===== config.mk =====
export PLATFORM = sky130hd
export DESIGN_NAME = brx_burst_rx
export DESIGN_NICKNAME = d
export VERILOG_FILES = /design/src/rtl/brx_pkg.sv /design/src/rtl/brx_col_decode.sv /design/src/rtl/brx_assemble.sv /design/src/rtl/brx_write_stage.sv /design/src/rtl/brx_burst_rx.sv
export SDC_FILE = /design/constraint.sdc
export NUM_CORES = 1
export LEC_CHECK = 0
export ABC_CLOCK_PERIOD_IN_PS = 2550
export BUFFER_PORTS_ARGS = -buffer_cell sky130_fd_sc_hd__buf_2
export CORE_MARGIN = 3
export CORE_UTILIZATION = 40
export DETAILED_ROUTE_END_ITERATION = 6
export PLACE_DENSITY = 0.57
export SETUP_SLACK_MARGIN = 0.5
export SYNTH_ARGS = -nofsm -noshare
export SYNTH_HDL_FRONTEND = slang
export SYNTH_HIERARCHICAL = 1
export SYNTH_SLANG_ARGS = --single-unit

===== constraint.sdc =====
create_clock -name clk -period 2.55 [get_ports clk]
set_input_delay 0.1275 -clock clk [delete_from_list [all_inputs] [get_ports clk]]
set_output_delay 0.1275 -clock clk [all_outputs]
set_load 0.03 [all_outputs]

===== src/rtl/brx_pkg.sv =====
package brx_pkg;
  // Kind of word carried on the shared address lines
  typedef enum logic {
    WK_COL = 1'b0,
    WK_ROW = 1'b1
  } word_kind_t;

  function automatic int unsigned max_u(input int unsigned a, input int unsigned b);
    return (a > b) ? a : b;
  endfunction
endpackage


===== src/rtl/brx_col_decode.sv =====
module brx_col_decode #(
  parameter int COLS = 16,
  parameter int CAW  = 4
) (
  input  logic [CAW-1:0]  col_addr,
  output logic [COLS-1:0] col_onehot
);
  // One comparator per column; out-of-range codes decode to zero
  for (genvar gi = 0; gi < COLS; gi++) begin : g_bit
    assign col_onehot[gi] = (col_addr == CAW'(gi));
  end
endmodule


===== src/rtl/brx_assemble.sv =====
module brx_assemble
  import brx_pkg::*;
#(
  parameter int COLS = 16,
  parameter int RAW  = 4,
  parameter int AW   = 4
) (
  input  logic            clk,
  input  logic            rst_n,
  input  logic            acc,
  input  word_kind_t      kind,
  input  logic            last,
  input  logic [AW-1:0]   word,
  input  logic [COLS-1:0] col_bit,
  input  logic            take,
  output logic            open_q,
  output logic            park_q,
  output logic [RAW-1:0]  row_q,
  output logic [COLS-1:0] mask_q,
  output logic            err_q
);
  logic            open_d, park_d, err_d;
  logic [RAW-1:0]  row_d;
  logic [COLS-1:0] mask_d;
  logic            row_en, mask_en;

  always_comb begin
    open_d  = open_q;
    park_d  = park_q & ~take;
    row_d   = word[RAW-1:0];
    mask_d  = mask_q;
    row_en  = 1'b0;
    mask_en = 1'b0;
    err_d   = 1'b0;
    if (acc) begin
      if (kind == WK_ROW) begin
        open_d  = 1'b1;
        row_en  = 1'b1;
        mask_d  = '0;
        mask_en = 1'b1;
      end else if (open_q) begin
        mask_d  = mask_q | col_bit;
        mask_en = 1'b1;
        if (last) begin
          open_d = 1'b0;
          park_d = 1'b1;
        end
      end else begin
        err_d = 1'b1;
      end
    end
  end

  always_ff @(posedge clk or negedge rst_n) begin
    if (!rst_n) begin
      open_q <= 1'b0;
      park_q <= 1'b0;
      err_q  <= 1'b0;
      row_q  <= '0;
      mask_q <= '0;
    end else begin
      open_q <= open_d;
      park_q <= park_d;
      err_q  <= err_d;
      if (row_en)  row_q  <= row_d;
      if (mask_en) mask_q <= mask_d;
    end
  end
endmodule


===== src/rtl/brx_write_stage.sv =====
module brx_write_stage #(
  parameter int COLS = 16,
  parameter int RAW  = 4
) (
  input  logic            clk,
  input  logic            rst_n,
  input  logic            load,
  input  logic [RAW-1:0]  row_in,
  input  logic [COLS-1:0] mask_in,
  input  logic            wr_ready,
  output logic            wr_valid,
  output logic [RAW-1:0]  wr_row,
  output logic [COLS-1:0] wr_mask,
  output logic            slot_free
);
  logic valid_d;

  always_comb begin
    slot_free = ~wr_valid | wr_ready;
    if (load)          valid_d = 1'b1;
    else if (wr_ready) valid_d = 1'b0;
    else               valid_d = wr_valid;
  end

  always_ff @(posedge clk or negedge rst_n) begin
    if (!rst_n) begin
      wr_valid <= 1'b0;
      wr_row   <= '0;
      wr_mask  <= '0;
    end else begin
      wr_valid <= valid_d;
      if (load) begin
        wr_row  <= row_in;
        wr_mask <= mask_in;
      end
    end
  end
endmodule


===== src/rtl/brx_burst_rx.sv =====
module brx_burst_rx
  import brx_pkg::*;
#(
  parameter  int ROWS = 16,
  parameter  int COLS = 16,
  localparam int RAW  = $clog2(ROWS),
  localparam int CAW  = $clog2(COLS),
  localparam int AW   = int'(max_u(RAW, CAW))
) (
  input  logic            clk,
  input  logic            rst_n,
  input  logic            in_valid,
  output logic            in_ready,
  input  logic            in_is_row,
  input  logic            in_last,
  input  logic [AW-1:0]   in_word,
  output logic            wr_valid,
  input  logic            wr_ready,
  output logic [RAW-1:0]  wr_row,
  output logic [COLS-1:0] wr_mask,
  output logic            err_pulse
);
  // Reset: asserted asynchronously, released after two clock edges
  logic rst_meta, rst_n_sync;
  always_ff @(posedge clk or negedge rst_n) begin
    if (!rst_n) begin
      rst_meta   <= 1'b0;
      rst_n_sync <= 1'b0;
    end else begin
      rst_meta   <= 1'b1;
      rst_n_sync <= rst_meta;
    end
  end

  logic            acc, take, slot_free;
  logic            open_q, park_q;
  logic [RAW-1:0]  row_q;
  logic [COLS-1:0] mask_q, col_bit;
  word_kind_t      kind;

  assign kind     = in_is_row ? WK_ROW : WK_COL;
  assign take     = park_q & slot_free;
  assign in_ready = ~park_q | slot_free;
  assign acc      = in_valid & in_ready;

  brx_col_decode #(.COLS(COLS), .CAW(CAW)) u_dec (
    .col_addr   (in_word[CAW-1:0]),
    .col_onehot (col_bit)
  );

  brx_assemble #(.COLS(COLS), .RAW(RAW), .AW(AW)) u_asm (
    .clk     (clk),
    .rst_n   (rst_n_sync),
    .acc     (acc),
    .kind    (kind),
    .last    (in_last),
    .word    (in_word),
    .col_bit (col_bit),
    .take    (take),
    .open_q  (open_q),
    .park_q  (park_q),
    .row_q   (row_q),
    .mask_q  (mask_q),
    .err_q   (err_pulse)
  );

  brx_write_stage #(.COLS(COLS), .RAW(RAW)) u_wr (
    .clk       (clk),
    .rst_n     (rst_n_sync),
    .load      (take),
    .row_in    (row_q),
    .mask_in   (mask_q),
    .wr_ready  (wr_ready),
    .wr_valid  (wr_valid),
    .wr_row    (wr_row),
    .wr_mask   (wr_mask),
    .slot_free (slot_free)
  );

  logic unused_open;
  assign unused_open = open_q;
endmodule


==> results.toml <==
[timing]
holdWs_ns = 0.0116
slew_headroom = 0.383
tightest_slew_ns = 0.925
finalCritPeriodShare = 0.677
period_needed_ns = 1.73
finalSetupViolCount = 0
skew_ns = 0.00487
tns_ns = 0
rsz0062_at_grt = "no"
drv_slew = 0
fmax_mhz = 579
finalHoldViolations = 0

[floorplan]
die_width_um = 77.6
die_area_um2 = 6020
die_h_um = 77.6
num_rows = 25
placeableCoreArea_um2 = 4850
io_pins = 33
start_util = 0.423

[global_route]
grt_pass1_wl_um = 6250
grt_usage = 0.130
grt_pass1_vias = 1258
grt_max_degree = 45
antenna_found_initial = 0
grt_overflow_total = 0

[route]
dr.pass1.iters = 4
via_count = 1226
viasPerCell = 5.15
ant_nets = 0
wl_per_cell_um = 15.1
drt_iter0_drc = 97
drc_errors = 0
drt_wl_total_um = 3590

[worst_setup_path]
crit_start = "u_wr/wr_valid"
crit_buf_inv = 0
worst-path-max-fanout = 21
reg2reg_depth = 5
worst-setup-path-type = "reg -> reg"
path_cells = "nand2b_1 > nand2b_4 > and2_4 > and2_4 > mux2_2"
max_stage_delay_ns = 0.39
cp-end-kind = "flop"
cpMostUsedCell = "and2_4"
worstPathArrival_ns = 1.91
crit_cells = 5
r2r_start = "u_wr/wr_valid"
cp.required_ns = 2.74
setup.worst_path.start_class = "flop"
crit_family = "simple AND/OR/NAND/NOR gates"
cp_slowest_cell = "dfrtp_1"
ff2ff_setup_slack_ns = 0.82
reg2reg_to = "u_asm/row_q[2]"

[clocking]
numCtsBuffers = 5
clk_pin_slew_ns = 0.08
tritoncts = "built"
cts_max_level = 2
clk_latency_ns = 0.29
root_buffer = "clkbuf_8"
cts.sinks = 46
clk_path_buf_depth = 2

[yosys]
netlist_instances = 143
ys_ff_latch = 46
synth_fa_ha_area_frac = 0
synth-compound-area-share = 0.0549
yosys_warnings = 6
synth_xor_xnor_area_share = 0
synth_area_um2 = 2050
synthSimpleGateAreaFrac = 0.160
seq_area_frac_synth = 0.561
synth_top_family_by_area = "multiplexers"
synth.avg_cell_area_um2 = 14.3
synthMuxAreaShare = 0.170
synth.distinct_cells = 25
synthesis.nets = 153

[hold_path]
hold_depth = 2
min_from = "in_is_row"
hold_class = "in -> reg"
worst_hold_path.endpoint = "u_asm/err_q"

[placement]
post-dp-hpwl_um = 2280
place_area_um2 = 2190
placedCellCount = 230
port_buffers = 32
globalplace.congestion = 0.667

[power]
powerDensity_nw_per_um2 = 929
power_mw = 2.12
irDropWorstVdd_v = 0.000492
cellLeakagePower_nw = 1.14

[finish]
design_area_um2 = 2280
nNetsFinal = 181
area_growth_pct = 11.2
regArea_um2 = 1150
instances_no_fill = 238
drive_above_1_share = 0.427
multiInputGateArea_um2 = 793
antenna_cells = 0
fillers = 444

[run]
maxCapViolations = 0

[status]
status = "completed"
what timing repair did:
| item | in CTS | in global routing |
|---|---|---|
| buffers inserted | 0 | 0 |
| gates resized for setup | 0 | 0 |
| hold buffers | 1 | 0 |
| endpoints found under the hold margin | 2 | 0 |
| setup endpoints to repair | 0 | 0 |
state kept, by name, indices dropped and copies added (netlist names):
signal and count:
rst_meta 1, u_asm/park_q 1, u_wr/wr_row 4, u_wr/wr_mask 16
u_asm/open_q 1, u_asm/mask_q 16, rst_n_sync 1, u_asm/row_q 4
u_asm/err_q 1, u_wr/wr_valid 1
cells in the mapped netlist (all sizes together):
library cell	n	area [µm²]
nor3b	1	7.51
conb	1	3.75
nor2	16	60.1
nand2	1	3.75
mux2	24	349
and4bb	6	75.1
buf	12	103
and4	1	8.76
nor4b	4	60.1
a21o	1	7.51
a31oi	16	100
inv	1	3.75
o21ai	1	5.00
nand4b	1	8.76
nand2b	3	26.3
and2	3	25.0
nor4	1	12.5
and4b	4	40.0
dfrtp	46	1150
power by group:
part	switching, mW	internal (mW)
combinational	0.414	0.306
sequential	0.108	0.876
clock	0.224	0.189
cell usage in the layout (no fill, tap or decap), types with 2 or more instances in the layout:
cell type,netlist,layout
nor2_1,16,16
and2_4,2,2
a31oi_1,16,16
mux2_4,21,21
and4bb_2,2,2
and4bb_1,4,4
nor4b_2,4,4
dfrtp_1,46,45
nand2b_1,2,2
clkbuf_1,0,2
buf_2,1,32
clkbuf_8,0,5
mux2_2,3,3
and4b_1,4,4
logic make-up (layout without fill, tap and decap cells):
logic type	Yosys count	in the layout
AND/OR/NAND/NOR	41	41
buffers and inverters	13	41
flip-flops	46	46
AO/OA/AOI/OAI	18	18
multiplexers	24	24
other	1	1
layer usage:
metal | vias up | global-route usage | share of wire | wire, µm
li1 | 573 | - | - | -
met1 | 611 | 0.172 | 0.47 | 1680
met2 | 36 | 0.203 | 0.47 | 1680
met3 | 6 | 0.0371 | 0.050 | 180
met4 | 0 | 0.0480 | 0.015 | 54
met5 | - | 0 | 0 | 0
through the flow:
stage / utilization / setup slack [ns]
2_1_floorplan: - / 0.880
3_3_place_gp: 0.452 / 0.921
3_5_place_dp: 0.452 / 0.841
4_1_cts: 0.470 / 0.815
5_1_grt: 0.470 / 0.730
6_report: 0.470 / 0.824
how the worst max path moves through the flow:
stage	endpoint
2_1_floorplan	u_asm/row_q[1]
3_3_place_gp	u_asm/row_q[2]
3_5_place_dp	u_asm/row_q[2]
4_1_cts	u_asm/row_q[2]
5_1_grt	u_asm/row_q[2]
6_report	u_asm/row_q[2]
cell type report:
type	count	share of cell area
Clock buffer	7	0.0335
Inverter	1	0.00165
Multi-Input combinational cell	84	0.348
Sequential cell	46	0.505
Tap cell	67	0.0368
Timing Repair Buffer	33	0.0746
Note: power is estimated with default switching activity, not from simulation.
